### src/rtl/ext_irq_pkg.sv
package ext_irq_pkg;
  localparam int unsigned FIELD_W = 2;
  typedef enum logic [FIELD_W-1:0] {
    SENSE_LOW  = 2'b00,
    SENSE_ANY  = 2'b01,
    SENSE_FALL = 2'b10,
    SENSE_RISE = 2'b11
  } sense_e;
endpackage

### src/rtl/ext_irq_sync.sv
module ext_irq_sync #(
  parameter int unsigned WIDTH  = 4,
  parameter int unsigned STAGES = 2
) (
  input  logic             clk,
  input  logic             rst_n,
  input  logic [WIDTH-1:0] d_i,
  output logic [WIDTH-1:0] q_o
);
  logic [WIDTH-1:0] stg_q [STAGES];

  generate
    for (genvar s = 0; s < STAGES; s++) begin : g_stage
      logic [WIDTH-1:0] stg_d;
      if (s == 0) begin : g_first
        assign stg_d = d_i;
      end else begin : g_next
        assign stg_d = stg_q[s-1];
      end
      always_ff @(posedge clk or negedge rst_n) begin
        if (!rst_n) stg_q[s] <= '0;
        else        stg_q[s] <= stg_d;
      end
    end
  endgenerate

  assign q_o = stg_q[STAGES-1];
endmodule

### src/rtl/ext_irq_regs.sv
module ext_irq_regs
  import ext_irq_pkg::*;
#(
  parameter int unsigned NCH   = 4,
  localparam int unsigned REG_W = NCH * FIELD_W
) (
  input  logic             clk,
  input  logic             rst_n,
  input  logic             wr_en,
  input  logic             addr,
  input  logic [REG_W-1:0] wdata,
  output logic [REG_W-1:0] rdata,
  output logic [REG_W-1:0] sense_o,
  output logic [NCH-1:0]   mask_o,
  output logic [NCH-1:0]   mode_chg_o
);
  logic [REG_W-1:0] sense_q, sense_d;
  logic [NCH-1:0]   mask_q, mask_d;
  logic             sense_we, mask_we;

  assign sense_we = wr_en && (addr == 1'b0);
  assign mask_we  = wr_en && (addr == 1'b1);

  always_comb begin
    sense_d = sense_q;
    mask_d  = mask_q;
    if (sense_we) sense_d = wdata;
    if (mask_we)  mask_d  = wdata[NCH-1:0];
  end

  always_ff @(posedge clk or negedge rst_n) begin
    if (!rst_n) begin
      sense_q <= '0;
      mask_q  <= '0;
    end else begin
      sense_q <= sense_d;
      mask_q  <= mask_d;
    end
  end

  generate
    for (genvar c = 0; c < NCH; c++) begin : g_chg
      assign mode_chg_o[c] = sense_we &&
        (wdata[c*FIELD_W +: FIELD_W] != sense_q[c*FIELD_W +: FIELD_W]);
    end
  endgenerate

  assign rdata   = addr ? {{(REG_W-NCH){1'b0}}, mask_q} : sense_q;
  assign sense_o = sense_q;
  assign mask_o  = mask_q;

  assert_reserved_zero_R8: assert property (@(posedge clk) disable iff (!rst_n)
    addr |-> (rdata[REG_W-1:NCH] == '0));
  assert_mask_write_R1: assert property (@(posedge clk) disable iff (!rst_n)
    mask_we |=> (mask_o == $past(wdata[NCH-1:0])));
endmodule

### src/rtl/ext_irq_chan.sv
module ext_irq_chan
  import ext_irq_pkg::*;
(
  input  logic               clk,
  input  logic               rst_n,
  input  logic               smp_i,
  input  logic [FIELD_W-1:0] mode_i,
  input  logic               mode_chg_i,
  input  logic               ack_i,
  input  logic               en_i,
  output logic               req_o
);
  sense_e mode;
  logic   prev_q, pend_q, pend_d;
  logic   rise, fall, hit;

  assign mode = sense_e'(mode_i);
  assign rise = smp_i & ~prev_q;
  assign fall = ~smp_i & prev_q;

  always_comb begin
    unique case (mode)
      SENSE_ANY:  hit = rise | fall;
      SENSE_FALL: hit = fall;
      SENSE_RISE: hit = rise;
      default:    hit = 1'b0;
    endcase
  end

  always_comb begin
    pend_d = pend_q;
    if (mode == SENSE_LOW) pend_d = 1'b0;
    else if (mode_chg_i)   pend_d = 1'b0;
    else if (hit)          pend_d = 1'b1;
    else if (ack_i)        pend_d = 1'b0;
  end

  always_ff @(posedge clk or negedge rst_n) begin
    if (!rst_n) begin
      prev_q <= 1'b0;
      pend_q <= 1'b0;
    end else begin
      prev_q <= smp_i;
      pend_q <= pend_d;
    end
  end

  assign req_o = en_i & ((mode == SENSE_LOW) ? ~smp_i : pend_q);

  assert_level_unlatched_R2: assert property (@(posedge clk) disable iff (!rst_n)
    (mode == SENSE_LOW) |-> !pend_q);
  assert_pend_from_edge_R3: assert property (@(posedge clk) disable iff (!rst_n)
    $rose(pend_q) |-> ($past(mode) != SENSE_LOW) && !$past(mode_chg_i));
  assert_pend_clear_cause_R6: assert property (@(posedge clk) disable iff (!rst_n)
    $fell(pend_q) |-> ($past(ack_i) || $past(mode_chg_i) || $past(mode) == SENSE_LOW));
endmodule

### src/rtl/ext_irq_ctrl.sv
module ext_irq_ctrl
  import ext_irq_pkg::*;
#(
  parameter int unsigned NCH      = 4,
  parameter int unsigned SYNC_LEN = 2,
  localparam int unsigned REG_W   = NCH * FIELD_W
) (
  input  logic             clk,
  input  logic             rst_n,
  input  logic [NCH-1:0]   pin_i,
  input  logic             gie_i,
  input  logic             reg_wr_en,
  input  logic             reg_addr,
  input  logic [REG_W-1:0] reg_wdata,
  output logic [REG_W-1:0] reg_rdata,
  input  logic [NCH-1:0]   ack_i,
  output logic [NCH-1:0]   req_o,
  output logic             irq_o
);
  logic [NCH-1:0]   smp;
  logic [REG_W-1:0] sense;
  logic [NCH-1:0]   mask;
  logic [NCH-1:0]   mode_chg;

  ext_irq_sync #(.WIDTH(NCH), .STAGES(SYNC_LEN)) u_sync (
    .clk(clk), .rst_n(rst_n), .d_i(pin_i), .q_o(smp)
  );

  ext_irq_regs #(.NCH(NCH)) u_regs (
    .clk(clk), .rst_n(rst_n), .wr_en(reg_wr_en), .addr(reg_addr),
    .wdata(reg_wdata), .rdata(reg_rdata), .sense_o(sense),
    .mask_o(mask), .mode_chg_o(mode_chg)
  );

  generate
    for (genvar c = 0; c < NCH; c++) begin : g_ch
      ext_irq_chan u_chan (
        .clk(clk), .rst_n(rst_n), .smp_i(smp[c]),
        .mode_i(sense[c*FIELD_W +: FIELD_W]), .mode_chg_i(mode_chg[c]),
        .ack_i(ack_i[c]), .en_i(mask[c] & gie_i), .req_o(req_o[c])
      );
    end
  endgenerate

  assign irq_o = |req_o;

  assert_masked_quiet_R7: assert property (@(posedge clk) disable iff (!rst_n)
    ((req_o & ~mask) == '0) && (gie_i || req_o == '0));
  assert_irq_needs_req_R11: assert property (@(posedge clk) disable iff (!rst_n)
    irq_o |-> (req_o != '0));
endmodule

### config.mk
export PLATFORM = sky130hd
export DESIGN_NAME = ext_irq_ctrl
export DESIGN_NICKNAME = d
export VERILOG_FILES = /design/src/rtl/ext_irq_pkg.sv /design/src/rtl/ext_irq_sync.sv /design/src/rtl/ext_irq_regs.sv /design/src/rtl/ext_irq_chan.sv /design/src/rtl/ext_irq_ctrl.sv
export SDC_FILE = /design/constraint.sdc
export NUM_CORES = 1
export LEC_CHECK = 0
export ABC_AREA = 1
export BUFFER_PORTS_ARGS = -buffer_cell sky130_fd_sc_hd__buf_4
export CAP_MARGIN = 25
export CORE_ASPECT_RATIO = 0.8
export CORE_MARGIN = 2
export CORE_UTILIZATION = 58
export DETAILED_ROUTE_END_ITERATION = 6
export PLACE_DENSITY = 0.81
export SLEW_MARGIN = 20
export SYNTH_ARGS = -nofsm -noshare
export SYNTH_HDL_FRONTEND = slang
export SYNTH_HIERARCHICAL = 1
export SYNTH_SLANG_ARGS = --single-unit
### constraint.sdc
create_clock -name clk -period 2.5 [get_ports clk]
set_clock_uncertainty 0.05 [all_clocks]
set_input_delay 0.25 -clock clk [delete_from_list [all_inputs] [get_ports clk]]
set_output_delay 0.25 -clock clk [all_outputs]
set_load 0.03 [all_outputs]
; Word level (Yosys, flattened, before mapping)
; Index checks and enable logic that the tools add are counted.
[word_totals]
reg_bits = 28
inputBits = 21
output_inout_bits = 13
wordCells = 97
[op_classes]
eq_ne = 16
n_mux = 25
bitwise = 29
n_reduce_logical = 15
[ops]
columns = op, count
row1 = 1-bit two-way mux, 20
row2 = 1-bit AND, 16
row3 = "2-bit == test, second input constant", 8
row4 = 4-bit nonzero test, 4
row5 = 1-bit one-hot mux with 3 select lines, 4
row6 = 1-bit inverter, 9
row7 = "2-bit by 1-bit == test with 1-bit output, second input constant", 4
row8 = 2-bit logical NOT, 4
row9 = 8-bit two-way mux, 1
row10 = 2-bit inequality test, 4
row11 = 1-bit logical AND, 6
row12 = 1-bit OR, 4
row13 = 4-bit OR reduction, 1

; Logic depth before layout (Yosys ltp)
; Gate-level depths: netlist of run 1.
[depth]
depth_word = 7
mapped_depth = 6
ltp_nobuf = 6

; Modules after synthesis
; The synthesis of run 1 kept the hierarchy.
[modules_own_cells]
columns = mod, n_inst, cells_per_inst, area_each_um2, seq_area_each_um2
row1 = ext_irq_chan, 4, 23, 168.9, 50.0
row2 = ext_irq_regs, 1, 98, 660.6, 300.3
row3 = ext_irq_sync, 1, 8, 200.2, 200.2
row4 = ext_irq_ctrl, 1, 11, 41.3, 0.0

; Least setup slack after synthesis of run 1
; Ideal clock, no wire load.
[synth_path]
path_type = flip-flop to output port
startpoint = register u_regs.sense_q[7], in the netlist u_regs/sense_o[7]
endpoint = output port irq_o
t_arrival_ns = 1.631
t_required_ns = 2.200
slack_ns = 0.569
stages_incl_launch_ff = 6
n_path_buf = 0
path_cell_list = dfrtp_1 inv_2 a21oi_1 nor3_1 nor2_1 nand2_1
[synth_between]
elab_chain_len = 4
[synth_rtl]
columns = item, line
row1 = "start, declared", ext_irq_regs.sv:17  ; logic [REG_W-1:0] sense_q, sense_d;
row2 = "start signal, assigned", ext_irq_regs.sv:36  ; sense_q <= sense_d;
row3 = 2-bit logical NOT, ext_irq_chan.sv:48  ; assign req_o = en_i & ((mode == SENSE_LOW) ? ~smp_i : pend_q);
row4 = 1-bit two-way mux, ext_irq_chan.sv:48
row5 = 1-bit AND, ext_irq_chan.sv:48
row6 = named net req_o[3], ext_irq_ctrl.sv:17  ; output logic [NCH-1:0] req_o,
row7 = 4-bit OR reduction, ext_irq_ctrl.sv:45  ; assign irq_o = |req_o;
row8 = "end, declared", ext_irq_ctrl.sv:18  ; output logic irq_o
; The timed path passes the listed nets, and every way through them passes these cells.

; Final worst setup path of run 1
[layout_path]
startpoint = register u_regs.sense_q[0], in the netlist u_regs/sense_o[0]
endpoint = output port irq_o
[layout_between]
elab_chain_len = 4
[layout_rtl]
columns = item, line
row1 = 2-bit logical NOT, ext_irq_chan.sv:48
row2 = 1-bit two-way mux, ext_irq_chan.sv:48
row3 = 1-bit AND, ext_irq_chan.sv:48
row4 = 4-bit OR reduction, ext_irq_ctrl.sv:45
; Every way passes these cells.

==> results.md, run 1 <==
- Outcome: finished clean
- Die H: 50.65 µm
- Placer's final routability congestion estimate: 0.8004
- Summed instance area of the synthesized netlist: 1578 µm²
- Via count normalized by instance count: 4.827
- Maximum root-to-sink buffer count: 2
- Highest attainable clock frequency: 553.3 MHz
- Total nets after synthesis: 238
- Io pins: 34
- Fraction of final layout cells sized beyond drive strength 1: 21.37%
- Area contributors post-synth: sky130_fd_sc_hd__dfrtp_1, sky130_fd_sc_hd__nand2_1, sky130_fd_sc_hd__inv_1, sky130_fd_sc_hd__ha_1, sky130_fd_sc_hd__a21oi_1
- Class of the worst hold path: primary input to flip-flop
- Clk sink count: 28
- Cell Pwr Density: 551.9 nW/µm²
- First-pass GRT wire length: 5.375 mm
- Detailed placement HPWL: 2.394 mm
- Largest driver fanout on the critical path: 7
- Vias in the first global route: 1,316
- Tightest hold margin: 0.1297 ns
- Ant diodes: 0
- Maximum number of pins on one net before global-route repair: 29
- Count of cell types in the netlist: 18
- Largest stage delay, worst path: 0.48 ns
- Master cell of the clock root buffer: sky130_fd_sc_hd__clkbuf_4
- Reg2Reg Launch Point: u_regs/sense_o[1]$_DFFE_PN0P_
- Least-Margin Pin Slew: 0.6282 ns
- Minimum period implied by the final worst setup slack: 1.807 ns
- LEAKAGE: 1.098 nW
- Final number of hold-violating endpoints: 0
- Number of setup violations in the final report: 0
- Cells along the critical path: inv_1 > a21oi_1 > nor3_1 > nor2_1 > nand2_1 > buf_4
- Flop2flop setup slack: 1.25 ns
- Worst setup SP type: flip-flop
- Hold-critical path depth: 3
- Flop and latch count out of synthesis: 28
- Startpoint of the worst hold path: reg_wdata[4]
- Remaining Overflow, GRT: 0
- Yosys warnings: 6
- Required time of the worst setup path: 2.20 ns
- Setup Total Neg Slack: 0 ns
- Core Footprint: 2522 µm²
- Die X: 62.31 µm
- Initial DRT Pass Iterations: 4
- Worst hold endpoint: u_regs/sense_o[4]$_DFFE_PN0P_
- Post-CTS Resized: 0
- CP Depth: 6
- Arr. time, crit path: 1.51 ns
- DRT Wirelength: 3.071 mm
- Share of synthesized area occupied by flip-flops and latches: 44.41%
- Portion of synthesized cell area occupied by the leading cell type: 44.41%
- Total global routing track utilization: 22.01%
- Std-Cell Rows: 16
- Final layout net count: 278
- Cell type with the largest total area after synthesis: sky130_fd_sc_hd__dfrtp_1
- Max-cap violation count: 0
- Inserted Clock Buffers: 3
- Final routed wire length divided by cell count: 10.81 µm
- Clock latency on the worst-skew pair: 0.33 ns
- Type of the worst setup path: flip-flop to output pin
- Final max-slew violation count: 0
- Area of the die: 3156 µm²
- CTS HTree Levels: 1
- Number of DRC markers after the initial detailed-route iteration: 93
- Cell with the largest stage delay on the worst path: sky130_fd_sc_hd__dfrtp_1
- Initial antenna violation count: 0
- Reg2reg end: g_ch[0].u_chan/pend_q$_DFFE_PN0P_
- Clock Pin Slew Worst Setup and Hold Paths: 0.14 ns
- Unrepaired setup endpoints after global routing: false
- Synthesized area per cell: 7.549 µm²
- Starting density of the core: 62.55%
- Critical path's top delay family: flip-flops
- DRC violations left: 0
- TritonCTS clock tree: done
- Number of standard cells after synthesis: 209
- Peak ir drop on the vdd network: 0.0003940 V
- Port-buffer cells: 33
- Type of destination of the critical path: output pin
- Critical path buffer and inverter count: 2
- Detail Route Antenna Nets: 0
- Total number of vias: 1,371
- Headroom to the max-slew limit: 58.02%
- Depth of the most critical reg-to-reg path: 6
- Synth-to-layout area growth: 22.52%
- Fraction of the cycle the final worst path needs: 72.29%
[layout by cell type, fill, tap and decap left out, types with 5 or more instances in the layout]
cell type and n:
sky130_fd_sc_hd__a21oi_1 8, sky130_fd_sc_hd__buf_4 33, sky130_fd_sc_hd__dfrtp_1 28, sky130_fd_sc_hd__dlygate4sd3_1 5, sky130_fd_sc_hd__ha_1 8, sky130_fd_sc_hd__inv_1 49, sky130_fd_sc_hd__nand2_1 59, sky130_fd_sc_hd__nor2_1 6
sky130_fd_sc_hd__nor3_1 8, sky130_fd_sc_hd__o21ai_0 8, sky130_fd_sc_hd__o21ai_1 8
[layout make-up]
class,instances,area [µm²]
inverters,53,198.9
flip-flops and latches,28,700.7
multi-input cells,125,654.4
clock buffers,4,36.28
well taps,36,45.04
repair buffers,38,297.8
fillers,220,589.3
[flip-flops by register name, summed over array words and instances, names as in the netlist]
register / cells
u_regs/sense_o: 8
g_ch.u_chan/prev_q: 4
g_ch.u_chan/pend_q: 4
u_sync/q_o: 4
u_regs/mask_o: 4
u_sync/g_stage.stg_d: 4
[kinds of logic (layout without fill, tap and decap cells)]
family                     Yosys count  count (layout)  share of synthesized area [%]
buffers and inverters               56              95                          14.12
and+or+nand+nor                     85              85                          23.39
adders and majority gates            8               8                          6.344
DFF                                 28              28                          44.41
AOI/OAI and AO/OA                   32              32                          11.74
[tightest hold or removal path, delay by kind of cell]
kind / cells / cell delay [ns]
compound gates: 1 / 0.06
buf+inv: 2 / 0.17
[metal layers]
layer  part of all wire [%]  vias to the layer above  track usage (%)
met1                     41                      609            25.69
li1                       -                      708                -
met3                    8.4                        2            5.605
met5                      0                        -                0
met4                   0.68                        0            5.556
met2                     50                       52            40.94
[Yosys cell counts, drive strengths merged]
library cell,n
nand2,63
inv,53
dfrtp,28
o21ai,16
a21oi,12
ha,8
nand3,8
nor3,8
nor2,6
o21bai,4
buf,3
[power by group]
group	internal [W]	total (W)	leakage (nW)	switching, W
combinational	0.000123	0.000300	0.735	0.000177
clock	0.0000892	0.000220	0.0210	0.000131
sequential	0.000495	0.000547	0.342	0.0000512
total	0.000708	0.00107	1.10	0.000359
[per-stage QoR]
step | worst slack [ns] | util, % | power [W] | instances | cell area, µm²
after floorplan | 0.5690 | - | 0.0007426 | 209 | 1578
after global placement | 1.055 | 73.21 | 0.0008359 | 275 | 1847
after detailed placement | 1.006 | 73.21 | 0.0008504 | 275 | 1847
after CTS | 0.6512 | 76.64 | 0.001078 | 284 | 1933
after global routing | 0.4884 | 76.64 | 0.001136 | 284 | 1933
final | 0.6927 | 76.64 | 0.001067 | 284 | 1933
[worst max path at each step]
stage,slack [ns],startpoint,end
final,0.69,u_regs/sense_o[0]$_DFFE_PN0P_,irq_o
after global routing,0.49,u_regs/sense_o[0]$_DFFE_PN0P_,irq_o
after CTS,0.65,u_regs/sense_o[0]$_DFFE_PN0P_,irq_o
after detailed placement,1.01,reg_addr,g_ch[0].u_chan/pend_q$_DFFE_PN0P_
after global placement,1.05,u_regs/sense_o[1]$_DFFE_PN0P_,irq_o
after floorplan,0.57,u_regs/sense_o[7]$_DFFE_PN0P_,irq_o
[what timing repair did]
action,CTS,global route
endpoints found under the hold margin,32,0
hold buffers,5,0
setup buffers,0,0
(Power assumes the default switching activity.)
==> run 2, diff against run 1 <==
CORE_UTILIZATION = 48   (was 58)
PLACE_DENSITY = 0.72   (was 0.81)
clock period = 1.55 ns   (was 2.5 ns; I/O delays follow)
==> results.md, run 2 (synthesis gave the netlist of run 1 again) <==
- Reg2reg end: g_ch[1].u_chan/pend_q$_DFFE_PN0P_
- Placed cell count: 283
- Tightest hold margin: 0.1015 ns
- Die X: 68.10 µm
- Starting density of the core: 50.76%
- Clock Pin Slew Worst Setup and Hold Paths: 0.09 ns
- Std-Cell Rows: 18
- Number of setup violations in the final report: 1
- Hold-critical path depth: 3
- Layout fillers: 277
- Initial antenna violation count: 0
- CTS HTree Levels: 1
- Detailed placement HPWL: 2.364 mm
- Class of the worst hold path: primary input to flip-flop
- Clk sink count: 28
- Unrepaired setup endpoints after global routing: true
- Least-Margin Pin Slew: 0.4270 ns
- Placer's final routability congestion estimate: 0.7722
- Final layout net count: 293
- Number of DRC markers after the initial detailed-route iteration: 39
- Largest stage delay, worst path: 0.43 ns
- Clock latency on the worst-skew pair: 0.27 ns
- DRT Wirelength: 3.412 mm
- Power, Total: 0.001865 W
- Final core occ: 68.48%
- Cell Pwr Density: 876.2 nW/µm²
- Final max-slew violation count: 0
- Worst setup SP type: flip-flop
- TritonCTS clock tree: done
- Initial DRT Pass Iterations: 4
- Flop2flop setup slack: 0.26 ns
- Vias in the first global route: 1,328
- Most used cells in the layout excluding fill and tap cells: sky130_fd_sc_hd__nand2_1, sky130_fd_sc_hd__inv_1, sky130_fd_sc_hd__buf_4
- Reg2Reg Launch Point: u_regs/sense_o[3]$_DFFE_PN0P_
- Headroom to the max-slew limit: 71.46%
- Peak ir drop on the vdd network: 0.0006414 V
- Total number of vias: 1,413
- Fraction of the cycle the final worst path needs: 102.4%
- LEAKAGE: 1.176 nW
- Highest attainable clock frequency: 630.0 MHz
- Master cell of the clock root buffer: sky130_fd_sc_hd__clkbuf_8
- Type of destination of the critical path: output pin
- Detail Route Antenna Nets: 0
- Cells along the critical path: inv_1 > a21oi_2 > nor3_2 > nor2_1 > nand2_1 > buf_6
- Number of flip-flops under the largest register name: 8
- Fraction of final layout cells sized beyond drive strength 1: 32.06%
- Area of the die: 3765 µm²
- Post-layout worst setup margin: -0.03727 ns
- Synth-to-layout area growth: 34.89%
- Final routed wire length divided by cell count: 11.30 µm
- Arr. time, crit path: 1.38 ns
- Depth of the most critical reg-to-reg path: 7
- Via count normalized by instance count: 4.679
- Inserted Clock Buffers: 3
- Port-buffer cells: 33
- Max-cap violation count: 0
- Startpoint of the worst hold path: reg_wdata[5]
- Final Instance Count excl. Fillers: 302
- Violations in the final reports: negative setup slack
- Ant diodes: 0
- Maximum root-to-sink buffer count: 2
- Required time of the worst setup path: 1.34 ns
- Largest driver fanout on the critical path: 4
- Maximum number of pins on one net before global-route repair: 29
- First-pass GRT wire length: 5.761 mm
- DRC violations left: 0
- Cell with the largest stage delay on the worst path: sky130_fd_sc_hd__dfrtp_2
- Die H: 55.28 µm
- Setup Total Neg Slack: -0.03727 ns
- Core Footprint: 3108 µm²
- Minimum period implied by the final worst setup slack: 1.587 ns
- Io pins: 34
- Outcome: finished with violations
- Most common cell after layout, fill and taps aside: sky130_fd_sc_hd__nand2_1
- Type of the worst setup path: flip-flop to output pin
- Total global routing track utilization: 20.29%
- Worst hold endpoint: u_regs/sense_o[5]$_DFFE_PN0P_
- Remaining Overflow, GRT: 0
- Final number of hold-violating endpoints: 0
-- run 2: area by class of cell --
| class | instances | area (µm²) | share of cell area, % |
|---|---|---|---|
| sequential | 28 | 709.4 | 33.33 |
| timing repair buffer | 53 | 414.1 | 19.46 |
| clock buffer | 3 | 41.29 | 1.940 |
| tap | 40 | 50.05 | 2.352 |
| inverter | 53 | 198.9 | 9.347 |
| multi-input combinational | 125 | 714.4 | 33.57 |
-- run 2: worst max-delay path: cells and delay by family (launching register included) --
family	cells	cell delay, ns
simple gates	3	0.30
buf+inv	2	0.22
compound gates	1	0.16
flops	1	0.43
-- run 2: per-stage QoR --
step	cell area, µm²	worst slack [ns]
floorplan	1598	0.01006
global placement	1902	0.1830
detailed placement	1902	0.1758
CTS	2090	0.002418
global route	2128	-0.1102
finish	2128	-0.03727
-- run 2: worst max-delay path by stage --
| stage | from | endpoint | slack, ns | cells past startpoint |
|---|---|---|---|---|
| 2_1_floorplan | u_regs/sense_o[7]$_DFFE_PN0P_ | irq_o | 0.01 | 5 |
| 3_3_place_gp | u_regs/sense_o[3]$_DFFE_PN0P_ | irq_o | 0.18 | 5 |
| 3_5_place_dp | u_regs/sense_o[3]$_DFFE_PN0P_ | irq_o | 0.18 | 5 |
| 4_1_cts | u_regs/sense_o[0]$_DFFE_PN0P_ | irq_o | 0.002 | 5 |
| 5_1_grt | u_regs/sense_o[2]$_DFFE_PN0P_ | irq_o | -0.11 | 6 |
| 6_report | u_regs/sense_o[2]$_DFFE_PN0P_ | irq_o | -0.04 | 6 |
-- run 2: timing repair --
item,in CTS,in global routing
gates cloned,0,0
pin swaps,2,3
endpoints found under the setup margin,1,1
resized for setup,13,3
buffers inserted,8,3
hold buffers,5,0
hold endpoints to repair,32,0
-- run 2: metal layers --
metal | GRT usage [%] | up-vias | share of wire, %
li1 | - | 734 | -
met1 | 27.60 | 643 | 46
met2 | 32.59 | 32 | 48
met3 | 5.092 | 4 | 4.9
met4 | 4.286 | 0 | 0.91
met5 | 0 | - | 0
-- run 2: where the power goes --
group,internal [W],switching (W)
clock,0.000175,0.000218
combinational,0.000261,0.000331
sequential,0.000804,0.0000768
total,0.00124,0.000626
